[config.mk]
export PLATFORM = sky130hd
export DESIGN_NAME = dram_dma_fmt
export DESIGN_NICKNAME = d
export VERILOG_FILES = /design/src/rtl/dmaf_pkg.sv /design/src/rtl/dmaf_addr_xlate.sv /design/src/rtl/dmaf_cmd_fmt.sv /design/src/rtl/dmaf_reg_seq.sv /design/src/rtl/dram_dma_fmt.sv
export SDC_FILE = /design/constraint.sdc
export NUM_CORES = 1
export LEC_CHECK = 0
export BUFFER_PORTS_ARGS = -buffer_cell sky130_fd_sc_hd__buf_2
export CAP_MARGIN = 40
export CORE_MARGIN = 1.5
export CORE_UTILIZATION = 45
export DETAILED_ROUTE_END_ITERATION = 8
export PLACE_DENSITY = 0.71
export SLEW_MARGIN = 25
export SYNTH_ARGS = -nofsm -noshare
export SYNTH_HDL_FRONTEND = slang
export SYNTH_SLANG_ARGS = --single-unit
[constraint.sdc]
create_clock -name clk -period 2 [get_ports clk]
set_input_delay 0.2 -clock clk [delete_from_list [all_inputs] [get_ports clk]]
set_output_delay 0.2 -clock clk [all_outputs]
set_load 0.02 [all_outputs]
[src/rtl/dmaf_pkg.sv]
// Shared definitions for the DRAM DMA register formatter.
// Assumes a 24-bit on-card byte address and an 8-bit command byte.
package dmaf_pkg;
    localparam int DRAM_ADDR_W = 24;
    localparam int CMD_W       = 8;
    localparam int REG_DATA_W  = 16;

    // Command / control byte bit positions
    localparam int CB_ENABLE   = 0;
    localparam int CB_HOST_RD  = 1;
    localparam int CB_WIDE_CH  = 2;
    localparam int CB_DATA16   = 6;

    // Register select codes
    typedef enum logic [1:0] {
        SEL_CTRL = 2'd0,
        SEL_LOW  = 2'd1,
        SEL_HIGH = 2'd2
    } reg_sel_e;

    // Sequencer states
    typedef enum logic [2:0] {
        ST_IDLE,
        ST_ACK_WR,
        ST_ACK_RD,
        ST_WR_LOW,
        ST_WR_HIGH,
        ST_WR_CTRL,
        ST_DONE,
        ST_ERR
    } seq_state_e;
endpackage

[src/rtl/dmaf_addr_xlate.sv]
// Address translation: maps a byte address to the DMA engine's address
// view and flags addresses the non-enhanced 16-bit form cannot reach.
// Purely combinational; assumes wide (16-bit) channels are those at or
// above WIDE_CHAN_MIN.
module dmaf_addr_xlate
    import dmaf_pkg::*;
#(
    parameter int CHAN_W        = 3,
    parameter int WIDE_CHAN_MIN = 4,
    parameter int ALIGN_BITS    = 5
) (
    input  logic [DRAM_ADDR_W-1:0] byte_addr,
    input  logic [CHAN_W-1:0]      chan,
    input  logic                   enh,
    output logic [DRAM_ADDR_W-1:0] xaddr,
    output logic [15:0]            low_word,
    output logic [7:0]             high_byte,
    output logic                   reject
);
    logic wide;

    // Channel width classification
    always_comb wide = (int'(chan) >= WIDE_CHAN_MIN);

    // Address mapping by channel width and mode
    always_comb begin
        reject = 1'b0;
        if (!wide) begin
            xaddr = byte_addr;
        end else if (enh) begin
            xaddr = {1'b0, byte_addr[DRAM_ADDR_W-1:1]};
        end else begin
            reject = |byte_addr[ALIGN_BITS-1:0];
            xaddr  = '0;
            xaddr[19:18] = byte_addr[19:18];
            xaddr[16:0]  = byte_addr[17:1];
        end
    end

    // Split into the two address registers
    always_comb begin
        low_word  = xaddr[19:4];
        high_byte = {xaddr[23:20], xaddr[3:0]};
    end
endmodule

[src/rtl/dmaf_cmd_fmt.sv]
// Command formatting: builds the control byte, the host direction and
// the evened-out count. Purely combinational; the count wraps at its
// width when rounded up from the maximum odd value.
module dmaf_cmd_fmt
    import dmaf_pkg::*;
#(
    parameter int CHAN_W        = 3,
    parameter int CNT_W         = 16,
    parameter int WIDE_CHAN_MIN = 4
) (
    input  logic [CMD_W-1:0]  cmd,
    input  logic [CHAN_W-1:0] chan,
    input  logic [CNT_W-1:0]  count,
    output logic [CMD_W-1:0]  ctrl_byte,
    output logic [CNT_W-1:0]  count_adj,
    output logic              host_rd
);
    logic wide;
    logic need_even;
    logic [CNT_W-1:0] bumped;

    // Channel width classification
    always_comb wide = (int'(chan) >= WIDE_CHAN_MIN);

    // Control byte assembly
    always_comb begin
        ctrl_byte = cmd;
        ctrl_byte[CB_ENABLE] = 1'b1;
        if (wide) ctrl_byte[CB_WIDE_CH] = 1'b1;
    end

    // Host direction from the command
    always_comb host_rd = cmd[CB_HOST_RD];

    // Even rounding; both triggers give the same single rounding
    always_comb begin
        need_even = cmd[CB_DATA16] | wide;
        bumped    = count + CNT_W'(1);
        count_adj = need_even ? {bumped[CNT_W-1:1], 1'b0} : count;
    end
endmodule

[src/rtl/dmaf_reg_seq.sv]
// Register write sequencer: after a start it issues, one per cycle, the
// acknowledge write and read-back, the address words and the control
// byte, then a done pulse. A start with reject set yields a lone error
// pulse. Assumes start is only raised while ready is high.
module dmaf_reg_seq
    import dmaf_pkg::*;
(
    input  logic                  clk,
    input  logic                  rst_n,
    input  logic                  start,
    input  logic                  reject,
    input  logic                  enh_q,
    input  logic [15:0]           low_q,
    input  logic [7:0]            high_q,
    input  logic [CMD_W-1:0]      ctrl_q,
    output logic                  ready,
    output logic                  reg_valid,
    output logic                  reg_rd,
    output logic [1:0]            reg_sel,
    output logic [REG_DATA_W-1:0] reg_data,
    output logic                  done,
    output logic                  err
);
    seq_state_e state, state_nx;

    // Next-state selection
    always_comb begin
        state_nx = state;
        unique case (state)
            ST_IDLE:    if (start) state_nx = reject ? ST_ERR : ST_ACK_WR;
            ST_ACK_WR:  state_nx = ST_ACK_RD;
            ST_ACK_RD:  state_nx = ST_WR_LOW;
            ST_WR_LOW:  state_nx = enh_q ? ST_WR_HIGH : ST_WR_CTRL;
            ST_WR_HIGH: state_nx = ST_WR_CTRL;
            ST_WR_CTRL: state_nx = ST_DONE;
            ST_DONE:    state_nx = ST_IDLE;
            ST_ERR:     state_nx = ST_IDLE;
            default:    state_nx = ST_IDLE;
        endcase
    end

    // State register
    always_ff @(posedge clk) begin
        if (!rst_n) state <= ST_IDLE;
        else        state <= state_nx;
    end

    // Output decode per state
    always_comb begin
        ready     = (state == ST_IDLE);
        done      = (state == ST_DONE);
        err       = (state == ST_ERR);
        reg_valid = 1'b0;
        reg_rd    = 1'b0;
        reg_sel   = SEL_CTRL;
        reg_data  = '0;
        unique case (state)
            ST_ACK_WR: begin
                reg_valid = 1'b1;
            end
            ST_ACK_RD: begin
                reg_valid = 1'b1;
                reg_rd    = 1'b1;
            end
            ST_WR_LOW: begin
                reg_valid = 1'b1;
                reg_sel   = SEL_LOW;
                reg_data  = low_q;
            end
            ST_WR_HIGH: begin
                reg_valid = 1'b1;
                reg_sel   = SEL_HIGH;
                reg_data  = {8'h00, high_q};
            end
            ST_WR_CTRL: begin
                reg_valid = 1'b1;
                reg_data  = {8'h00, ctrl_q};
            end
            default: ;
        endcase
    end
endmodule

[src/rtl/dram_dma_fmt.sv]
// Top level of the DRAM DMA register formatter. Translates the request
// on acceptance, stores the derived values, and hands them to the
// sequencer. Host-side outputs change only on a request that is not
// rejected. Assumes in_* are stable while in_valid is high.
module dram_dma_fmt
    import dmaf_pkg::*;
#(
    parameter int BUF_W         = 24,
    parameter int CNT_W         = 16,
    parameter int CHAN_W        = 3,
    parameter int WIDE_CHAN_MIN = 4
) (
    input  logic                   clk,
    input  logic                   rst_n,
    input  logic                   in_valid,
    output logic                   in_ready,
    input  logic [DRAM_ADDR_W-1:0] in_dram_addr,
    input  logic [BUF_W-1:0]       in_buf_addr,
    input  logic [CNT_W-1:0]       in_count,
    input  logic [CMD_W-1:0]       in_cmd,
    input  logic [CHAN_W-1:0]      in_chan,
    input  logic                   in_enh,
    output logic                   reg_valid,
    output logic                   reg_rd,
    output logic [1:0]             reg_sel,
    output logic [REG_DATA_W-1:0]  reg_data,
    output logic [BUF_W-1:0]       host_buf,
    output logic [CNT_W-1:0]       host_count,
    output logic                   host_rd,
    output logic                   done,
    output logic                   err
);
    logic [DRAM_ADDR_W-1:0] xaddr;
    logic [15:0]            low_w, low_q;
    logic [7:0]             high_b, high_q;
    logic [CMD_W-1:0]       ctrl_b, ctrl_q;
    logic [CNT_W-1:0]       cnt_adj;
    logic                   dir_rd, reject, enh_q, start;

    dmaf_addr_xlate #(
        .CHAN_W(CHAN_W), .WIDE_CHAN_MIN(WIDE_CHAN_MIN), .ALIGN_BITS(5)
    ) u_xlate (
        .byte_addr(in_dram_addr), .chan(in_chan), .enh(in_enh),
        .xaddr(xaddr), .low_word(low_w), .high_byte(high_b), .reject(reject)
    );

    dmaf_cmd_fmt #(
        .CHAN_W(CHAN_W), .CNT_W(CNT_W), .WIDE_CHAN_MIN(WIDE_CHAN_MIN)
    ) u_cmd (
        .cmd(in_cmd), .chan(in_chan), .count(in_count),
        .ctrl_byte(ctrl_b), .count_adj(cnt_adj), .host_rd(dir_rd)
    );

    // Handshake acceptance
    always_comb start = in_valid & in_ready;

    // Capture of register values for the sequence
    always_ff @(posedge clk) begin
        if (!rst_n) begin
            low_q  <= '0;
            high_q <= '0;
            ctrl_q <= '0;
            enh_q  <= 1'b0;
        end else if (start) begin
            low_q  <= low_w;
            high_q <= high_b;
            ctrl_q <= ctrl_b;
            enh_q  <= in_enh;
        end
    end

    // Host-side values, updated only by programmed requests
    always_ff @(posedge clk) begin
        if (!rst_n) begin
            host_buf   <= '0;
            host_count <= '0;
            host_rd    <= 1'b0;
        end else if (start && !reject) begin
            host_buf   <= in_buf_addr;
            host_count <= cnt_adj;
            host_rd    <= dir_rd;
        end
    end

    dmaf_reg_seq u_seq (
        .clk(clk), .rst_n(rst_n), .start(start), .reject(reject),
        .enh_q(enh_q), .low_q(low_q), .high_q(high_q), .ctrl_q(ctrl_q),
        .ready(in_ready), .reg_valid(reg_valid), .reg_rd(reg_rd),
        .reg_sel(reg_sel), .reg_data(reg_data), .done(done), .err(err)
    );
endmodule

==> impl_metrics.ini, run 1 <==
[synthesis]
ys_types = 43
ys_seq_area_share_pct = 42.4
syn_nets = 515
yosys_warnings = 0
synthTopCellsByArea = dfxtp_1 42%, mux2i_1 7.4%, a21oi_1 7.2%
synthTopCellsByCount = 77 x dfxtp_1, 52 x a21oi_1, 36 x nand2_1, 35 x nor2_1, 34 x o21ai_0
synth_cells = 435
avgSynthCellArea_um2 = 8.36
ys_ff_latch = 77
syn-cell-area_um2 = 3640
async_flop_share_pct = 0
synth_most_common_cell = dfxtp_1
yosys.area.top_type = dfxtp_1
ys.flop_type = dfxtp_1
synth_edf_count = 0
netlist.area_leader.share_pct = 42.4

[global_routing]
grt_pass1_vias = 3329
grt_pass1_wl_mm = 15.7
antenna_found_initial = 1
grt_overflow = 0
grt_usage_pct = 22.9
grt_max_degree = 80

[layout]
final_nets = 637
syn_to_final_growth_pct = 25.9
stdcell_area_um2 = 4580
drive_gt1_share_pct = 31.3

[timing]
finalSetupViolations = 0
rsz0062_at_grt = no
fin_crit_ns = 1.88
period_share_pct = 93.8
fin_tns_setup_ns = 0
final-max-slew-violation-count = 0
final_hold_viol_count = 0
skew_ns = 0.0102
tightest_slew_ns = 0.575
relSlewSlack_pct = 61.6
fmax_mhz = 533

[floorplanning]
rows = 32
start_util_pct = 46.8
core_um2 = 7770
dieArea_um2 = 8630
fp.dieW_um = 92.9
io_pins = 143
die_h_um = 92.9

[min_path]
min_delay_path_depth = 3
hp-start = in_cmd[3]
hold_path_class = in -> reg

[drt]
wl_per_cell_um = 14.6
drtIter0Drc = 203
drt_wl_total_mm = 9.71
first_pass_iters = 4
drc_errors = 0
viasPerCell = 5.37
vias = 3570
ant_nets = 0

[critical_path]
worstSetupEndpointType = output port
crit_start = u_seq.state[0]$_SDFFE_PN0P_
crit_type = reg -> out
critPathMaxFanout = 18
r2r_start = u_seq.state[2]$_SDFFE_PN0P_
crit_arrival_ns = 1.68
startpoint_type = register
reg2reg_depth = 5
cp.required_ns = 1.80

[clock_network]
cts-root-buf = clkbuf_8
numCtsBuffers = 9
h-tree-depth = 3
clkTransAtPathRegs_ns = 0.09
cts_hold_buf = 0
clockBufferDepth = 2
cts_tree = built
clk-insertion-delay-late_ns = 0.35
numClockSinks = 77

[place]
gp_congestion = 0.829
port_buffers = 139
postPlaceCellArea_um2 = 4400
hpwl_mm = 6.77

[power]
p_leak_nw = 1.96
power_mw = 3.83
ir_drop_mv = 0.401
power_density_nw_per_um2 = 837

[job]
cap_viol_max_count = 0

[status]
status = complete, no violations
worst paths after layout:
path / endpoint / slack [ns]
worst min-delay path: ctrl_q[3]$_SDFFE_PN0P_ / 0.08
worst min register to register: high_q[7]$_SDFFE_PN0P_ / 0.46
worst max-delay path: reg_data[5] / 0.12
worst max register to register: host_count[1]$_SDFFE_PN0P_ / 0.24
through the flow:
stage	hold slack (ns)	utilization, %	std cells	worst slack (ns)
finish	0.0785	59.0	665	0.125
CTS	0.0754	58.9	664	0.0887
global placement	0.442	56.7	648	0.311
global route	0.0816	59.0	665	0.00961
detailed placement	0.449	56.7	648	0.261
floorplan	0.328	-	435	0.275
where the power goes:
| group | switching (mW) | total (mW) | internal [mW] |
|---|---|---|---|
| clock network | 0.597 | 1.05 | 0.454 |
| logic | 0.609 | 0.988 | 0.380 |
| registers | 0.0889 | 1.79 | 1.71 |
routing by layer:
layer	vias up	track usage (%)	routed length, um
met4	0	11.4	270
met5	-	0	0
met3	22	5.25	529
li1	1805	-	-
met1	1638	27.6	4260
met2	105	38.2	4650
registers in the layout, summed over array words and instances, names as in the netlist:
signal,count
ctrl_q,8
enh_q,1
high_q,8
host_buf,24
host_count,16
host_rd,1
low_q,16
u_seq.state,3
kinds of logic (layout without fill, tap and decap cells):
kind of cell    Yosys count  in the layout  share of synthesized area (%)
buf+inv                  43            170                           5.61
flops                    77             77                           42.4
mux                      27             27                           7.43
simple gates            142            142                           19.3
xor+xnor                 12             12                           2.89
compound gates          133            133                           22.1
other cells               0              1                              0
fa+ha+maj                 1              1                          0.344
critical path, stage by stage (launching register included):
cell     delay [ns]
dfxtp_1        0.38
buf_4          0.19
nand2_1        0.08
nor2_1         0.09
buf_4          0.22
nand2_1        0.07
o21ai_0        0.11
buf_4          0.20
cells in the final DEF (no fill, tap or decap), types with 2 or more instances in the layout:
cell        synthesis  final
and2_1             10      9
mux2i_1            27     27
a211oi_1           31     31
o21ai_1             2      2
xnor2_1             6      6
nand3_1            30     30
buf_4               1     11
dfxtp_1            77     77
xor2_1              6      6
buf_12              0      3
a21oi_1            52     52
nand2_1            36     36
clkinvlp_4          0      2
clkinv_4            0      2
and3_1              4      4
nand2b_1            7      7
nand4_1             4      4
nor4_1              2      2
nor2_1             35     35
buf_2              21    138
o21ai_0            34     34
clkbuf_8            0      9
a311oi_1            7      7
clkinv_2            0      2
nor3_1              4      4
layout make-up:
type                            count  area [um^2]
Fill cell                         741         3190
Multi-Input combinational cell    315         1890
Sequential cell                    77         1540
Timing Repair Buffer              152          833
Tap cell                          102          128
Clock buffer                        9          124
Clock inverter                      7         51.3
Inverter                            2         7.51
Antenna cell                        1         2.50
what timing repair did:
action | in CTS | in global routing
hold endpoints to repair | 0 | 0
resized for setup | 0 | 1
buffers inserted | 0 | 0
setup endpoints to repair | 0 | 1
No activity file was read; power rests on OpenSTA's default activity.
==> inputs of run 2 (changes only) <==
--- a/config.mk
+++ b/config.mk
@@ -9,8 +9,9 @@
 export CAP_MARGIN = 40
 export CORE_MARGIN = 1.5
 export CORE_UTILIZATION = 45
+export CTS_BUF_LIST = sky130_fd_sc_hd__clkbuf_4
 export DETAILED_ROUTE_END_ITERATION = 8
-export PLACE_DENSITY = 0.71
+export PLACE_DENSITY = 0.74
 export SLEW_MARGIN = 25
 export SYNTH_ARGS = -nofsm -noshare
 export SYNTH_HDL_FRONTEND = slang
==> run 2 against run 1 <==
Non-clock buffer count shrank 1. Power rose by 0.75%. Global-route usage is 0.76 points lower. Largest power group unchanged. Highest routed layer unchanged. Critical path type unchanged.
==> impl_metrics.ini, run 2 (synthesis results as in run 1) <==
[status]
status = complete, no violations

[global_routing]
grt_overflow = 0
grt_pass1_wl_mm = 15.4
grt_pass1_vias = 3213
grt_usage_pct = 22.2
grt_max_degree = 76
antenna_found_initial = 0

[clock_network]
numClockSinks = 77
cts_tree = built
clockBufferDepth = 2
cts_resized = 0
numCtsBuffers = 9
clkTransAtPathRegs_ns = 0.12
cts_hold_buf = 0
post-cts-setup-buffer-count = 0
cts-root-buf = clkbuf_4
clk-insertion-delay-late_ns = 0.41
h-tree-depth = 3

[power]
combPwrFrac_pct = 25.9
ir_drop_mv = 0.521
power_mw = 3.86
netSwitchingFraction_pct = 31.9
power_density_nw_per_um2 = 843
power.internal_mw = 2.63
pwr-share-seq_pct = 46.7
p_leak_nw = 1.97
clock_power_share_pct = 27.4
power.net_switching_mw = 1.23

[drt]
viasPerCell = 5.51
ant_nets = 0
drtIter0Drc = 173
drc_errors = 0
drt_wl_total_mm = 9.76
vias = 3647
first_pass_iters = 4
wl_per_cell_um = 14.7

[critical_path]
critPathMaxFanout = 18
worstSetupEndpointType = output port
crit_type = reg -> out
startpoint_type = register
cp.required_ns = 1.80
crit_arrival_ns = 1.66
cpMaxStageDelayCell = dfxtp_1
path_cells = nand2_1 > nor2_1 > buf_4 > nand2_1 > o21ai_0 > buf_2
crit_start = u_seq.state[0]$_SDFFE_PN0P_
cp_common_cell = nand2_1
max_stage_delay_ns = 0.44
r2r_start = u_seq.state[2]$_SDFFE_PN0P_

[timing]
rsz0062_at_grt = no
final_hold_viol_count = 0
tightest_slew_ns = 0.625
period_share_pct = 93.2
skew_ns = 0.00991
relSlewSlack_pct = 58.3
finalSetupViolations = 0
fmax_mhz = 536
fin_tns_setup_ns = 0
holdWs_ns = 0.0213
final-max-slew-violation-count = 0
fin_crit_ns = 1.86

[place]
gp_congestion = 0.789
port_buffers = 139
hpwl_mm = 6.64

[layout]
nFillCells = 733
largest_reg_flops = 24
post-route-util_pct = 59.0
layout_commonest_cell = buf_2
syn_to_final_growth_pct = 25.9
diodes = 0
final_nets = 636
regMostFlops = host_buf
largestRegisters = host_buf (24), host_count (16), low_q (16)
seq_area_um2 = 1540
layout_common_cells = 139 x buf_2, 76 x dfxtp_1, 52 x a21oi_1
drive_gt1_share_pct = 31.4
multiInputGateArea_um2 = 1900

[floorplanning]
dieArea_um2 = 8630
start_util_pct = 46.8
die_h_um = 92.9
core_um2 = 7770
io_pins = 143
rows = 32
fp.dieW_um = 92.9

[min_path]
hp-start = in_buf_addr[19]
hold_path_class = in -> reg

[job]
cap_viol_max_count = 0
-- run 2: cell count changes in the layout (fill, tap and decap cells not counted), sizes merged --
cell / before / now
bufinv: 0 / 2
clkbuf: 9 / 11
clkinv: 4 / 2
diode: 1 / 0
buf: 152 / 151
clkinvlp: 2 / 0
inv: 3 / 2
-- run 2: worst max-delay path: cells and delay by family (launching register included) --
kind / cells / cell delay, ns
AO/OA/AOI/OAI: 1 / 0.10
flip-flops: 1 / 0.44
AND/OR/NAND/NOR: 3 / 0.29
buffers and inverters: 2 / 0.42
-- run 2: metal layers --
metal  global-route usage (%)  up-vias  routed length [um]
met5                        0        -                   0
met4                     8.84        0                 206
met3                     5.09       20                 683
met2                     34.9      140                4530
met1                     29.3     1686                4340
li1                         -     1801                   -
-- run 2: worst paths after layout --
kind                                               endpoint  depth (start not counted)  slack, ns
worst max-delay path                            reg_data[4]                          6       0.14
worst min-delay path              host_buf[19]$_SDFFE_PN0P_                          3       0.02
worst max register to register  host_count[13]$_SDFFE_PN0P_                          5       0.32
worst min register to register       ctrl_q[7]$_SDFFE_PN0P_                          2       0.47
-- run 2: power groups by stage --
stage,clock [mW],sequential [mW],combinational (mW)
6_report,1.06,1.80,1.00
5_1_grt,1.14,1.82,1.10
4_1_cts,1.08,1.80,1.00
3_5_place_dp,0,1.83,0.997
3_3_place_gp,0,1.83,0.980
2_1_floorplan,0,1.90,0.578
-- run 2: area by class of cell --
type	instances	share of cell area, %
multi-input cells	315	41.4
clock inverters	4	1.61
well taps	102	2.79
repair buffers	151	18.5
inverters	2	0.164
flip-flops and latches	77	33.7
clock buffers	11	1.80
-- run 2: per-stage QoR --
step / instances / area (um^2) / setup slack, ns
global route: 662 / 4580 / 0.00642
global placement: 647 / 4420 / 0.313
floorplan: 435 / 3640 / 0.275
CTS: 662 / 4580 / 0.00297
detailed placement: 647 / 4420 / 0.290
finish: 662 / 4580 / 0.135
==> inputs of run 3 (changes only) <==
--- a/config.mk
+++ b/config.mk
@@ -12,6 +12,7 @@
 export CTS_BUF_LIST = sky130_fd_sc_hd__clkbuf_4
 export DETAILED_ROUTE_END_ITERATION = 8
 export PLACE_DENSITY = 0.74
+export SETUP_SLACK_MARGIN = 0.2
 export SLEW_MARGIN = 25
 export SYNTH_ARGS = -nofsm -noshare
 export SYNTH_HDL_FRONTEND = slang
==> run 3 against run 2 <==
Worst setup slack better by 0.15 ns. Final cell count is 0.60% higher. Core utilization is 1.3 points higher. Register-to-register slack hardly changed. Non-clock buffer count is 4 higher. Routed wire length is 1.8% higher. Critical path depth stayed put. Clock skew is 0.0011 ns lower. Worst hold slack worse by 0.0022 ns. Sequential share of layout area is 0.51 points lower.
==> impl_metrics.ini, run 3 (synthesis results as in run 1) <==
[status]
status = complete, no violations

[layout]
layout_common_cells = 135 x buf_2, 74 x dfxtp_1, 52 x a21oi_1
final_nets = 640
layout_commonest_cell = buf_2
regMostFlops = host_buf
post-route-util_pct = 60.2
fin_cells = 666
drive_gt1_share_pct = 33.3
largest_reg_flops = 24
diodes = 0
stdcell_area_um2 = 4680
largestRegisters = host_buf (24), host_count (16), low_q (16)
syn_to_final_growth_pct = 28.7

[critical_path]
max_stage_delay_ns = 0.41
crit_arrival_ns = 1.52
startpoint_type = register
worstSetupEndpointType = output port
crit_type = reg -> out
crit_buf_inv = 2
cp_top_family = flip-flops
cp.required_ns = 1.80
path_cells = nand2_4 > nor2_4 > buf_6 > nand2_1 > o21ai_0 > buf_2
cpMaxStageDelayCell = dfxtp_4
critPathMaxFanout = 6

[timing]
fmax_mhz = 582
period_share_pct = 85.9
final-max-slew-violation-count = 0
tightest_slew_ns = 0.626
fin_crit_ns = 1.72
relSlewSlack_pct = 58.2
fin_tns_setup_ns = 0
final_hold_viol_count = 0
skew_ns = 0.00876
layout_setup_ws_ns = 0.282
finalSetupViolations = 0
holdWs_ns = 0.0191
rsz0062_at_grt = yes

[power]
clock_power_share_pct = 27.1
ir_drop_mv = 0.522
pwr-share-seq_pct = 46.2
p_leak_nw = 2.02
netSwitchingFraction_pct = 32.1
power.internal_mw = 2.65
combPwrFrac_pct = 26.7
power_density_nw_per_um2 = 834
power.net_switching_mw = 1.25
power_mw = 3.90

[drt]
drtIter0Drc = 206
ant_nets = 0
vias = 3671
first_pass_iters = 4
drt_wl_total_mm = 9.94
drc_errors = 0
viasPerCell = 5.51
wl_per_cell_um = 14.9

[min_path]
hold_path_class = in -> reg

[floorplanning]
fp.dieW_um = 92.9
dieArea_um2 = 8630
io_pins = 143
core_um2 = 7770
start_util_pct = 46.8
rows = 32
die_h_um = 92.9

[place]
postPlaceCellArea_um2 = 4420
placed_cells = 647
place_ws_ns = 0.290
hpwl_mm = 6.64
gp_congestion = 0.789
port_buffers = 139

[global_routing]
antenna_found_initial = 0
grt_pass1_wl_mm = 15.6
grt_overflow = 0
grt_max_degree = 76
grt_usage_pct = 22.6
grt_pass1_vias = 3237

[clock_network]
clkTransAtPathRegs_ns = 0.12
clockBufferDepth = 2
cts-root-buf = clkbuf_4
cts_tree = built
numClockSinks = 77
clk-insertion-delay-late_ns = 0.41
h-tree-depth = 3
numCtsBuffers = 9

[job]
cap_viol_max_count = 0
-- run 3: worst paths after layout --
kind,start,to,slack (ns),cells past startpoint
hold reg to reg,ctrl_q[7]$_SDFFE_PN0P_,ctrl_q[7]$_SDFFE_PN0P_,0.47,2
setup reg to reg,u_seq.state[1]$_SDFFE_PN0P_,host_count[15]$_SDFFE_PN0P_,0.32,6
setup / recovery,u_seq.state[0]$_SDFFE_PN0P_,reg_data[3],0.28,6
hold / removal,in_buf_addr[19],host_buf[19]$_SDFFE_PN0P_,0.02,3
-- run 3: tightest hold or removal path, cell delays in order --
cell	delay, ns
buf_2	0.09
nand3_1	0.05
a21oi_1	0.05
-- run 3: timing repair --
| action | in CTS | in global routing |
|---|---|---|
| gates resized for setup | 10 | 20 |
| hold buffers | 0 | 0 |
| endpoints found under the setup margin | 16 | 23 |
| endpoints found under the hold margin | 0 | 0 |
| pin swaps | 0 | 1 |
| setup buffers | 2 | 0 |
| cloned | 1 | 1 |
-- run 3: power groups by stage --
stage / clock network, mW / registers (mW) / logic (mW)
after detailed placement: 0 / 1.83 / 0.997
after CTS: 1.08 / 1.80 / 1.02
final: 1.06 / 1.80 / 1.04
after floorplan: 0 / 1.90 / 0.578
after global placement: 0 / 1.83 / 0.980
after global routing: 1.14 / 1.82 / 1.14
-- run 3: layout make-up --
cell class / instances / area (um^2)
fillers: 717 / 3090
clock buffers: 11 / 82.6
repair buffers: 155 / 903
inverters: 2 / 7.51
multi-input cells: 315 / 1930
clock inverters: 4 / 73.8
flip-flops and latches: 77 / 1550
well taps: 102 / 128
-- run 3: layer usage --
layer  GRT usage (%)  vias to the layer above  wire length (um)
li1                -                     1815                 -
met1            29.9                     1710              4410
met2            35.5                      128              4720
met3            4.93                       18               598
met4            9.34                        0               210
met5               0                        -                 0
